File: src/rtl/secded_pkg.sv
package secded_pkg;

    typedef enum logic [1:0] {
        ST_IDLE,
        ST_RMW_CHECK,
        ST_RMW_WRITE
    } ctrl_state_t;

    // number of Hamming bits r with 2^r >= dw + r + 1
    function automatic int hamming_bits(input int dw);
        int r;
        r = 1;
        for (int k = 1; k < 12; k++) begin
            if ((1 << r) < dw + r + 1) r = k + 1;
        end
        return r;
    endfunction

    // code position of data bit idx: the idx-th non-power-of-two from 3 upward
    function automatic int data_pos(input int idx);
        int n;
        int res;
        n   = 0;
        res = 0;
        for (int p = 3; p < 256; p++) begin
            if ((p & (p - 1)) != 0) begin
                if (n == idx) res = p;
                n++;
            end
        end
        return res;
    endfunction

endpackage

File: src/rtl/secded_enc.sv
module secded_enc
    import secded_pkg::*;
#(
    parameter int DW = 64,
    parameter int PB = 7
) (
    input  logic [DW-1:0] data,
    output logic [PB:0]   check
);

    logic [PB-1:0] pos_tab [DW];
    logic [PB-1:0] ham;

    for (genvar i = 0; i < DW; i++) begin : g_pos
        localparam int P = data_pos(i);
        assign pos_tab[i] = PB'(P);
    end

    always_comb begin
        ham = '0;
        for (int i = 0; i < DW; i++) begin
            if (data[i]) ham = ham ^ pos_tab[i];
        end
        check = {ham, ^{data, ham}};
    end

endmodule

File: src/rtl/secded_dec.sv
module secded_dec
    import secded_pkg::*;
#(
    parameter int DW = 64,
    parameter int PB = 7,
    localparam int SW = DW + PB + 1
) (
    input  logic [SW-1:0] word,
    output logic [DW-1:0] data_fix,
    output logic          single,
    output logic          double
);

    localparam logic [PB-1:0] NPOS_V = PB'(DW + PB);

    logic [PB-1:0] pos_tab [DW];
    logic [PB-1:0] ham;
    logic [PB-1:0] syn;
    logic          par;

    for (genvar i = 0; i < DW; i++) begin : g_pos
        localparam int P = data_pos(i);
        assign pos_tab[i] = PB'(P);
    end

    always_comb begin
        ham = '0;
        for (int i = 0; i < DW; i++) begin
            if (word[i]) ham = ham ^ pos_tab[i];
        end
        syn    = ham ^ word[SW-1:DW+1];
        par    = ^word;
        single = par && (syn <= NPOS_V);
        double = (!par && (syn != '0)) || (par && (syn > NPOS_V));
        for (int i = 0; i < DW; i++) begin
            data_fix[i] = word[i] ^ (par && (syn == pos_tab[i]));
        end
    end


    dec_exclusive_chk: assert final (!(single && double));

endmodule

File: src/rtl/secded_sram_ctrl.sv
module secded_sram_ctrl
    import secded_pkg::*;
#(
    parameter int DW    = 64,
    parameter int DEPTH = 16,
    localparam int AW   = $clog2(DEPTH),
    localparam int PB   = hamming_bits(DW),
    localparam int CB   = PB + 1,
    localparam int SW   = DW + CB,
    localparam int NB   = DW / 8
) (
    input  logic          clk,
    input  logic          rst_n,
    input  logic          req_valid,
    output logic          req_ready,
    input  logic          req_write,
    input  logic [AW-1:0] req_addr,
    input  logic [NB-1:0] req_be,
    input  logic [DW-1:0] req_wdata,
    output logic          rsp_valid,
    output logic [DW-1:0] rsp_data,
    output logic          mem_en,
    output logic          mem_we,
    output logic [AW-1:0] mem_addr,
    output logic [SW-1:0] mem_wdata,
    input  logic [SW-1:0] mem_rdata,
    output logic          single_err,
    output logic          double_err,
    output logic          is_partial_write,
    output logic [AW-1:0] err_index,
    output logic [DW-1:0] err_data
);

    ctrl_state_t   state, state_nx;
    logic          s1_rd;
    logic [AW-1:0] s1_addr;
    logic [DW-1:0] s1_wdata;
    logic [NB-1:0] s1_be;
    logic [DW-1:0] merged_q;
    logic          wr_ok_q;

    logic          acc, full_be, acc_rd, acc_part, in_check;
    logic [DW-1:0] enc_in;
    logic [CB-1:0] enc_check;
    logic [DW-1:0] dec_data;
    logic          dec_single, dec_double;
    logic [DW-1:0] merged;

    assign req_ready = (state == ST_IDLE);
    assign acc       = req_valid && req_ready;
    assign full_be   = &req_be;
    assign acc_rd    = acc && !req_write;
    assign acc_part  = acc && req_write && !full_be;
    assign in_check  = (state == ST_RMW_CHECK);
    assign enc_in    = (state == ST_RMW_WRITE) ? merged_q : req_wdata;

    secded_enc #(.DW(DW), .PB(PB)) i_enc (
        .data  (enc_in),
        .check (enc_check)
    );

    secded_dec #(.DW(DW), .PB(PB)) i_dec (
        .word     (mem_rdata),
        .data_fix (dec_data),
        .single   (dec_single),
        .double   (dec_double)
    );

    always_comb begin
        for (int j = 0; j < NB; j++) begin
            merged[j*8 +: 8] = s1_be[j] ? s1_wdata[j*8 +: 8] : dec_data[j*8 +: 8];
        end
    end

    // next state
    always_comb begin
        state_nx = state;
        unique case (state)
            ST_IDLE:      if (acc_part) state_nx = ST_RMW_CHECK;
            ST_RMW_CHECK: state_nx = ST_RMW_WRITE;
            ST_RMW_WRITE: state_nx = ST_IDLE;
            default:      state_nx = ST_IDLE;
        endcase
    end

    // SRAM drive
    always_comb begin
        mem_en    = 1'b0;
        mem_we    = 1'b0;
        mem_addr  = req_addr;
        mem_wdata = {enc_check, enc_in};
        unique case (state)
            ST_IDLE: begin
                mem_en = req_valid;
                mem_we = req_valid && req_write && full_be;
            end
            ST_RMW_CHECK: begin
                mem_en = 1'b0;
            end
            ST_RMW_WRITE: begin
                mem_en   = wr_ok_q;
                mem_we   = 1'b1;
                mem_addr = s1_addr;
            end
            default: mem_en = 1'b0;
        endcase
    end

    // state register
    always_ff @(posedge clk or negedge rst_n) begin
        if (!rst_n) state <= ST_IDLE;
        else        state <= state_nx;
    end

    // registered outputs and datapath
    always_ff @(posedge clk or negedge rst_n) begin
        if (!rst_n) begin
            s1_rd            <= 1'b0;
            s1_addr          <= '0;
            s1_wdata         <= '0;
            s1_be            <= '0;
            merged_q         <= '0;
            wr_ok_q          <= 1'b0;
            rsp_valid        <= 1'b0;
            rsp_data         <= '0;
            single_err       <= 1'b0;
            double_err       <= 1'b0;
            is_partial_write <= 1'b0;
            err_index        <= '0;
            err_data         <= '0;
        end else begin
            s1_rd <= acc_rd;
            if (acc) begin
                s1_addr  <= req_addr;
                s1_wdata <= req_wdata;
                s1_be    <= req_be;
            end
            rsp_valid <= s1_rd;
            if (s1_rd) rsp_data <= dec_data;
            single_err       <= (s1_rd || in_check) && dec_single;
            double_err       <= (s1_rd || in_check) && dec_double;
            is_partial_write <= in_check && (dec_single || dec_double);
            if ((s1_rd || in_check) && (dec_single || dec_double)) begin
                err_index <= s1_addr;
                err_data  <= mem_rdata[DW-1:0];
            end
            if (in_check) begin
                merged_q <= merged;
                wr_ok_q  <= !dec_double;
            end
        end
    end


    rd_latency_chk: assert property (@(posedge clk) disable iff (!rst_n)
        acc_rd |-> ##2 rsp_valid);


    rmw_busy_chk: assert property (@(posedge clk) disable iff (!rst_n)
        acc_part |=> !req_ready ##1 !req_ready);


    rmw_gap_chk: assert property (@(posedge clk) disable iff (!rst_n)
        (state == ST_RMW_CHECK) |-> !mem_en);


    err_kind_chk: assert property (@(posedge clk) disable iff (!rst_n)
        !(single_err && double_err));


    partial_tag_chk: assert property (@(posedge clk) disable iff (!rst_n)
        is_partial_write |-> (single_err || double_err));


    rmw_drop_chk: assert property (@(posedge clk) disable iff (!rst_n)
        (double_err && is_partial_write) |-> !(mem_en && mem_we));

endmodule

File: config.mk
export PLATFORM = sky130hd
export DESIGN_NAME = secded_sram_ctrl
export DESIGN_NICKNAME = d
export VERILOG_FILES = /design/src/rtl/secded_pkg.sv /design/src/rtl/secded_enc.sv /design/src/rtl/secded_dec.sv /design/src/rtl/secded_sram_ctrl.sv
export SDC_FILE = /design/constraint.sdc
export NUM_CORES = 1
export LEC_CHECK = 0
export ABC_AREA = 1
export ABC_CLOCK_PERIOD_IN_PS = 2600
export BUFFER_PORTS_ARGS = -buffer_cell sky130_fd_sc_hd__buf_4
export CAP_MARGIN = 10
export CORE_ASPECT_RATIO = 1.2
export CORE_UTILIZATION = 30
export CTS_BUF_LIST = sky130_fd_sc_hd__clkbuf_16
export CTS_CLUSTER_SIZE = 24
export DETAILED_ROUTE_END_ITERATION = 10
export SLEW_MARGIN = 10
export SYNTH_ARGS = -nofsm -noshare
export SYNTH_HDL_FRONTEND = slang
export SYNTH_SLANG_ARGS = --single-unit
File: constraint.sdc
create_clock -name clk -period 2.6 [get_ports clk]
set_input_delay 0.26 -clock clk [delete_from_list [all_inputs] [get_ports clk]]
set_output_delay 0.26 -clock clk [all_outputs]
set_load 0.1 [all_outputs]
==> flow_summary.json, run 1 <==
{
  "p_clk_frac": 0.140,
  "synth.net_count": 3191,
  "final_area_um2": 30400,
  "grt_max_degree": 94,
  "synth_compound_area_frac": 0.0796,
  "crit_type": "register to output pin",
  "setup_viol": 8,
  "via_per_inst": 4.68,
  "routedWlPerCell_um": 18.8,
  "crit_arrival_ps": 3620,
  "place_area_um2": 28100,
  "overflow": 0,
  "maxSlewViolCount": 0,
  "io_pins": 367,
  "period_share": 1.49,
  "routed_wl_um": 89600,
  "async_reset_ff_frac": 1.00,
  "leakage_nw": 16.2,
  "pre_cts_ws_ps": -841,
  "coreArea_um2": 64400,
  "rsz0062_at_grt": "true",
  "clockBufferDepth": 3,
  "die-area_um2": 66000,
  "die_h_um": 281,
  "ys_ff_latch": 280,
  "synthMuxAreaShare": 0.00116,
  "place_congestion": 0.965,
  "swShare": 0.524,
  "path_max_fanout": 5,
  "cts_root_buf": "clkbuf_16",
  "nets": 4071,
  "finalHoldViolCount": 0,
  "h-tree-depth": 1,
  "rows": 102,
  "violations": "setup timing",
  "crit_path_frequent_cell": "nand2_1",
  "vias": 22400,
  "synthSimpleGateAreaFrac": 0.376,
  "clkLatencyLatePin_ps": 570,
  "cts_tree": "built",
  "worstMarginPinSlew_ps": 803,
  "synth_xor_area_frac": 0.0899,
  "ant_nets": 0,
  "numPortBuffers": 366,
  "critPathRequiredTime_ps": 2340,
  "p_seq_frac": 0.209,
  "postSynthAreaPerCell_um2": 6.41,
  "startpoint_type": "register",
  "pwr-share-comb": 0.650,
  "yosysWarnings": 0,
  "crit_path_max_incr_delay_ps": 470,
  "synth-edff-count": 0,
  "crit_path_end_kind": "output pin",
  "status": "finished with violations",
  "max-slew-margin-rel": 0.461,
  "slowest_stage": "dfrtp_2",
  "period_minus_slack_ps": 3880,
  "synth-main-ff-cell": "dfrtp_1",
  "die_w_um": 235,
  "p_int_w": 0.0136,
  "synth_area_um2": 19500,
  "synthCells": 3039,
  "switchingPower_w": 0.0150,
  "first_iter_violations": 1524,
  "drcViolationCount": 0,
  "grt_pass1_wl_um": 129000,
  "finalClockSkew_ps": 22.7,
  "synth_fa_ha_area_frac": 0,
  "drive_gt1_frac": 0.334,
  "cts_buffers": 29,
  "firstDrtPassIters": 6,
  "hold_class": "input port to register",
  "cts_sinks": 280,
  "antenna_found_initial": 3,
  "first_global_vias": 20800,
  "cap_violations": 0,
  "powerDensity_nw_per_um2": 938,
  "synth_top_family_by_area": "simple AND/OR/NAND/NOR gates",
  "fin_ws_ps": -1280,
  "ys_types": 37,
  "clk_pin_slew_worst_paths_ps": 60,
  "dpl.hpwl_um": 72500,
  "fin_total_pwr_w": 0.0286,
  "fmax_ghz": 0.258,
  "initial_core_util": 0.302,
  "ys_seq_area_frac": 0.359,
  "peakVddDrop_v": 0.00182,
  "track_usage": 0.260,
  "area_growth_syn_to_layout_pct": 56.2
}
==> cells in the mapped netlist (22+ instances only) <==
cell type     n  area [um^2]
nand2_1    1249         4690
inv_1       338         1270
nand3_1     338         1690
dfrtp_1     280         7010
o21ai_0     222         1110
nor2_1      179          672
xnor2_1     100          876
xor2_1       89          780
clkbuf_1     61          229
buf_2        37          185
o21ai_1      25          125
a21oi_1      22          110
==> power by group through the flow <==
stage               clock, W  combinational, W  sequential [W]
finish               0.00401            0.0186         0.00598
global placement           0            0.0170         0.00602
CTS                  0.00412            0.0175         0.00597
global route         0.00428            0.0197         0.00609
detailed placement         0            0.0170         0.00603
floorplan                  0           0.00750         0.00922
==> area by class of cell <==
cell class              count  area, um^2
diodes                      3        7.51
inverters                 346        1320
fillers                  6467       34000
multi-input cells        2296       12100
clock inverters            23         158
clock buffers              29         726
flip-flops and latches    280        7010
repair buffers            966        8040
well taps                 832        1040
==> worst paths after layout <==
| path | to | cells past startpoint | slack, ps | startpoint |
|---|---|---|---|---|
| hold reg to reg | rsp_data[47] | 2 | 480 | rsp_data[47] |
| max in group asynchronous | s1_rd | 3 | 1520 | rst_n |
| setup / recovery | mem_wdata[64] | 32 | -1280 | state[1] |
| hold / removal | s1_be[4] | 3 | 40 | req_be[4] |
| setup reg to reg | merged_q[47] | 9 | 400 | state[1] |
| min in group asynchronous | merged_q[19] | 2 | 270 | rst_n |
==> placed cells by master, fill, tap and decap left out, drive strengths merged <==
cell / count
nor2: 187
buf: 947
nand3b: 11
inv: 344
nor3b: 1
clkbuf: 35
nand3: 340
xnor2: 105
a21oi: 22
or2: 7
o21bai: 1
nand2: 1251
mux2: 2
clkinvlp: 6
a21o: 2
nor4: 1
o21ai: 268
dlygate4sd3: 13
xor2: 90
dfrtp: 280
diode: 3
nor3: 1
nand2b: 2
nand4: 5
bufinv: 2
clkinv: 17
==> stage by stage <==
step                      utilization  hold WS [ps]  TNS, ps  std cells
after global placement          0.436           291   -96850       4685
after CTS                       0.455          7.94    -6820       4754
after global routing            0.472          34.4    -9490       4775
after detailed placement        0.436           294  -100690       4685
after floorplan                     -         -35.6   -58310       3039
final                           0.472          42.2    -6450       4775
==> routing by layer <==
layer  wire (um)  GRT usage
met5           0          0
met3        4170     0.0231
met1       38800      0.342
met2       42300      0.434
met4        4270      0.114
==> critical path, delay by kind of cell (launching register included) <==
family	cells	cell delay [ps]
buffers and inverters	12	1250
and+or+nand+nor	20	1350
DFF	1	470
==> state kept, by name, summed over array words and instances (netlist names) <==
signal and count:
s1_be 8, wr_ok_q 1, err_index 4, s1_addr 4, state 2, s1_wdata 64, merged_q 64, double_err 1
rsp_data 64, err_data 64, is_partial_write 1, rsp_valid 1, single_err 1, s1_rd 1
==> what timing repair did <==
item | 4_1_cts | 5_1_grt
cloned | 0 | 6
hold endpoints to repair | 80 | 0
resized for setup | 53 | 232
buffers inserted | 4 | 12
pin swaps | 2 | 32
setup endpoints to repair | 17 | 200
hold buffers | 13 | 0
==> cell families after synthesis <==
logic type	after synthesis
flip-flops	280
multiplexers	2
buffers and inverters	463
AO/OA/AOI/OAI	293
XOR/XNOR	195
AND/OR/NAND/NOR	1806
(Power assumes the default switching activity.)
==> run 2: changes to the inputs <==
SETUP_SLACK_MARGIN = 0.4   (was not set)
==> run 2 against run 1 <==
The flow still finishes with violations (setup timing). Worst setup slack lost 34 ps. Wire length rose by 5.2%. Clock skew shrank 10 ps. Non-clock buffer count increased by 76. Sequential power increased by 2%.
==> flow_summary.json, run 2 (synthesis results as in run 1) <==
{
  "die_w_um": 235,
  "hold_depth": 3,
  "via_per_inst": 4.81,
  "die_h_um": 281,
  "grt_pass1_wl_um": 133000,
  "place_congestion": 0.992,
  "path_buf_inv": 11,
  "clk_pin_slew_worst_paths_ps": 60,
  "worstMarginPinSlew_ps": 943,
  "first_global_vias": 21700,
  "cts_root_buf": "clkbuf_16",
  "firstDrtPassIters": 6,
  "clockBufferDepth": 3,
  "min_from": "mem_rdata[54]",
  "startpoint_type": "register",
  "antenna_found_initial": 3,
  "area_growth_syn_to_layout_pct": 79.1,
  "fin_ws_ps": -1310,
  "h-tree-depth": 1,
  "powerDensity_nw_per_um2": 924,
  "overflow": 0,
  "crit_type": "register to output pin",
  "rows": 102,
  "clkLatencyLatePin_ps": 570,
  "status": "finished with violations",
  "initial_core_util": 0.302,
  "fmax_ghz": 0.256,
  "crit_family": "simple AND/OR/NAND/NOR gates",
  "routedWlPerCell_um": 19.4,
  "max-slew-margin-rel": 0.368,
  "r2r_end": "err_data[3]",
  "final_cell_mix": "nand2_1 (820), buf_4 (798), inv_1 (307)",
  "setup_viol": 8,
  "first_iter_violations": 1524,
  "cts_sinks": 280,
  "cap_violations": 0,
  "violations": "setup timing",
  "period_minus_slack_ps": 3910,
  "layout.cells.non_filler": 4848,
  "crit_path_max_incr_delay_ps": 420,
  "crit_path_frequent_cell": "nand2_1",
  "critPathRequiredTime_ps": 2340,
  "rr_worst_depth": 11,
  "numPortBuffers": 366,
  "nets": 4148,
  "setup_tns_ps": -6810,
  "reg2reg_slack_ps": 510,
  "peakVddDrop_v": 0.00199,
  "routed_wl_um": 94300,
  "cts_buffers": 29,
  "hold_class": "input port to register",
  "period_share": 1.50,
  "leakage_nw": 17.8,
  "die-area_um2": 66000,
  "slowest_stage": "dfrtp_2",
  "dpl.hpwl_um": 72300,
  "crit_path_end_kind": "output pin",
  "finalClockSkew_ps": 12.3,
  "io_pins": 367,
  "grt_max_degree": 101,
  "finalHoldViolCount": 0,
  "whs_endpoint": "err_data[54]",
  "coreArea_um2": 64400,
  "dp.cells": 4667,
  "drive_gt1_frac": 0.461,
  "rsz0062_at_grt": "true",
  "ant_nets": 0,
  "path_max_fanout": 6,
  "vias": 23300,
  "track_usage": 0.267,
  "maxSlewViolCount": 0,
  "cts_tree": "built",
  "drcViolationCount": 0,
  "final_common_cell": "nand2_1",
  "reg2reg_from": "state[0]",
  "crit_arrival_ps": 3650
}
## run 2: changes by cell type in the layout (fill, tap and decap cells not counted), sizes merged
| cell | before | now |
|---|---|---|
| dlygate4sd3 | 13 | 19 |
| clkinvlp | 6 | 4 |
| inv | 344 | 339 |
| clkbuf | 35 | 37 |
| bufinv | 2 | 0 |
| buf | 947 | 1015 |
| diode | 3 | 1 |
| clkinv | 17 | 24 |
| nand2 | 1251 | 1252 |
## run 2: worst max path at each step
stage / slack, ps / from / endpoint / depth (start not counted)
finish: -1310 / state[1] / mem_wdata[64] / 27
global route: -1550 / state[0] / mem_wdata[64] / 31
CTS: -1300 / state[1] / mem_wdata[64] / 27
detailed placement: -1030 / state[0] / mem_wdata[64] / 28
global placement: -1040 / state[0] / mem_wdata[64] / 28
floorplan: -1480 / state[1] / mem_wdata[64] / 21
## run 2: power by group
part	total (W)	internal, W	switching [W]
logic	0.0224	0.00805	0.0144
registers	0.00609	0.00532	0.000771
clock network	0.00376	0.00199	0.00177
total	0.0323	0.0154	0.0169
## run 2: worst reg2reg max path, cell delays in order (launching register included)
cell and delay (ps):
dfrtp_1 400, inv_2 130, buf_12 160, buf_6 150
buf_4 110, nor2_2 70, o21ai_4 400, buf_12 190
buf_8 120, buf_16 130, nand2_2 40, o21ai_1 80
## run 2: layer usage
metal  part of all wire  vias up  GRT usage  wire [um]
li1                   -    11400          -          -
met4              0.061        2      0.147       5730
met5            0.00012        -          0         11
met1               0.42    11000      0.338      39500
met2               0.48      754      0.446      45100
met3              0.041      227     0.0286       3870
## run 2: timing repair
| item | 4_1_cts | 5_1_grt |
|---|---|---|
| pin swaps | 119 | 250 |
| hold endpoints to repair | 69 | 0 |
| cloned | 13 | 12 |
| hold buffers | 19 | 0 |
| resized for setup | 489 | 624 |
| setup buffers | 35 | 51 |
| endpoints found under the setup margin | 275 | 276 |
## run 2: cell type report
class | instances | area, um^2
antenna | 1 | 2.50
clock buffer | 29 | 726
clock inverter | 21 | 87.6
fill | 5938 | 29500
inverter | 346 | 1360
multi-input combinational | 2297 | 14800
sequential | 280 | 7010
tap | 832 | 1040
timing repair buffer | 1042 | 9890
## run 2: per-stage QoR
step                hold slack (ps)  instance area, um^2   util  total power (W)  setup slack, ps
finish                         8.38                34900  0.542           0.0323            -1310
global route                   6.38                34900  0.542           0.0337            -1550
CTS                            2.99                31900  0.495           0.0298            -1300
detailed placement              220                28300  0.439           0.0236            -1030
global placement                240                28300  0.439           0.0236            -1040
floorplan                     -35.6                20700      -           0.0173            -1480
==> run 3: changes to the inputs <==
SKIP_CTS_REPAIR_TIMING = 1   (was not set)
==> run 3 against run 2 <==
The run ends with hold timing, setup timing left. Critical endpoint unchanged. Register-to-register slack improved by 100 ps. Fmax decreased by 0.57%. Largest cell class unchanged. Critical path type unchanged. Combinational power decreased by 4%. Cell area decreased by 4.8%. Utilization decreased by 2.6 points.
==> flow_summary.json, run 3 (synthesis results as in run 1) <==
{
  "fin_total_pwr_w": 0.0312,
  "min_from": "req_be[2]",
  "rsz0062_at_grt": "true",
  "switchingPower_w": 0.0164,
  "die_w_um": 235,
  "first_iter_violations": 1488,
  "worstMarginPinSlew_ps": 772,
  "leakage_nw": 17.1,
  "drcViolationCount": 0,
  "coreArea_um2": 64400,
  "ant_nets": 0,
  "hold_class": "input port to register",
  "die-area_um2": 66000,
  "cts_sinks": 280,
  "p_clk_frac": 0.121,
  "maxSlewViolCount": 0,
  "startpoint": "state[1]",
  "layout.cells.non_filler": 4811,
  "rows": 102,
  "first_global_vias": 20700,
  "grt_pass1_wl_um": 127000,
  "dpl.hpwl_um": 72300,
  "path_max_fanout": 4,
  "overflow": 0,
  "violations": "hold timing, setup timing",
  "place_area_um2": 28300,
  "cts_buffers": 29,
  "final_common_cell": "nand2_1",
  "period_share": 1.51,
  "finalClockSkew_ps": 11.8,
  "grt_max_degree": 101,
  "finalHoldViolCount": 2,
  "initial_core_util": 0.302,
  "crit_arrival_ps": 3670,
  "antenna_found_initial": 2,
  "area_growth_syn_to_layout_pct": 70.5,
  "fmax_ghz": 0.254,
  "clockBufferDepth": 3,
  "drive_gt1_frac": 0.423,
  "clkLatencyLatePin_ps": 570,
  "crit_path_end_kind": "output pin",
  "critPathRequiredTime_ps": 2340,
  "vias": 22800,
  "nets": 4111,
  "cts_tree": "built",
  "numPortBuffers": 366,
  "place_congestion": 0.992,
  "clk_pin_slew_worst_paths_ps": 60,
  "cts_root_buf": "clkbuf_16",
  "routedWlPerCell_um": 19.0,
  "startpoint_type": "register",
  "final_cell_mix": "nand2_1 (901), buf_4 (831), inv_1 (307)",
  "setup_viol": 8,
  "die_h_um": 281,
  "peakVddDrop_v": 0.00183,
  "setup_tns_ps": -7160,
  "pwr-share-comb": 0.686,
  "p_int_w": 0.0148,
  "firstDrtPassIters": 5,
  "h-tree-depth": 1,
  "track_usage": 0.256,
  "io_pins": 367,
  "dp.cells": 4667,
  "swShare": 0.527,
  "fin_ws_ps": -1330,
  "crit_type": "register to output pin",
  "powerDensity_nw_per_um2": 938,
  "final_area_um2": 33200,
  "period_minus_slack_ps": 3930,
  "max-slew-margin-rel": 0.482,
  "p_seq_frac": 0.194,
  "status": "finished with violations",
  "via_per_inst": 4.74,
  "whs_ps": -20.4,
  "routed_wl_um": 91600,
  "reg2reg_from": "state[0]",
  "cap_violations": 0
}
## run 3: changes by cell type in the layout (fill, tap and decap cells not counted), moves of 10 or more
cell	before	now
buf_12	87	68
buf_16	12	0
buf_4	798	831
buf_6	90	75
buf_8	28	10
nand2_1	820	901
nand2_2	295	246
nand2_4	125	92
nand3_1	222	254
nand3_2	85	63
nand3_4	33	23
o21ai_0	121	150
o21ai_2	61	38
## run 3: through the flow
step / setup WS [ps] / util
floorplan: -1480 / -
global placement: -1040 / 0.439
detailed placement: -1030 / 0.439
CTS: -1640 / 0.452
global route: -1550 / 0.516
finish: -1330 / 0.516
## run 3: worst max-delay path, stage by stage (launching register included)
cell and delay, ps:
dfrtp_2 460, buf_6 130, inv_4 30, nor2_4 130, buf_6 170, buf_6 140, nand2_1 70, nand2_2 90
nand2_1 60, nand2_2 110, buf_6 120, xor2_1 230, xor2_2 250, inv_1 60, nand2_1 80, nand2_2 90
inv_1 60, nand2_1 80, nand2_4 80, inv_1 40, nand2_1 50, nand2_1 60, inv_1 80, nand3_2 80
nand2_2 90, clkinvlp_4 90, buf_12 170
## run 3: worst paths after layout
path	endpoint	slack, ps	cells past startpoint
max in group asynchronous	err_data[44]	1590	3
min reg2reg	s1_wdata[45]	480	2
min	s1_be[2]	-20	3
min in group asynchronous	s1_wdata[21]	210	2
max reg2reg	merged_q[23]	610	10
max	mem_wdata[64]	-1330	26
## run 3: per-layer routing
layer / routed length [um] / GRT usage / share of wire / vias to the layer above
li1: - / - / - / 11300
met1: 38400 / 0.335 / 0.42 / 10600
met2: 43700 / 0.427 / 0.48 / 709
met3: 3950 / 0.0218 / 0.043 / 216
met4: 5530 / 0.120 / 0.060 / 0
met5: 0 / 0 / 0 / -
## run 3: power by group through the flow
stage | Clock (W) | Combinational [W] | Sequential (W)
global placement | 0 | 0.0175 | 0.00605
finish | 0.00376 | 0.0214 | 0.00604
detailed placement | 0 | 0.0176 | 0.00606
CTS | 0.00386 | 0.0176 | 0.00599
global route | 0.00401 | 0.0225 | 0.00613
floorplan | 0 | 0.00807 | 0.00923
## run 3: cell type report
class	count	area (um^2)
Multi-Input combinational cell	2297	14100
Timing Repair Buffer	1005	8920
Clock inverter	21	87.6
Tap cell	832	1040
Clock buffer	29	726
Sequential cell	280	7010
Fill cell	6176	31200
Inverter	346	1350
Antenna cell	1	2.50
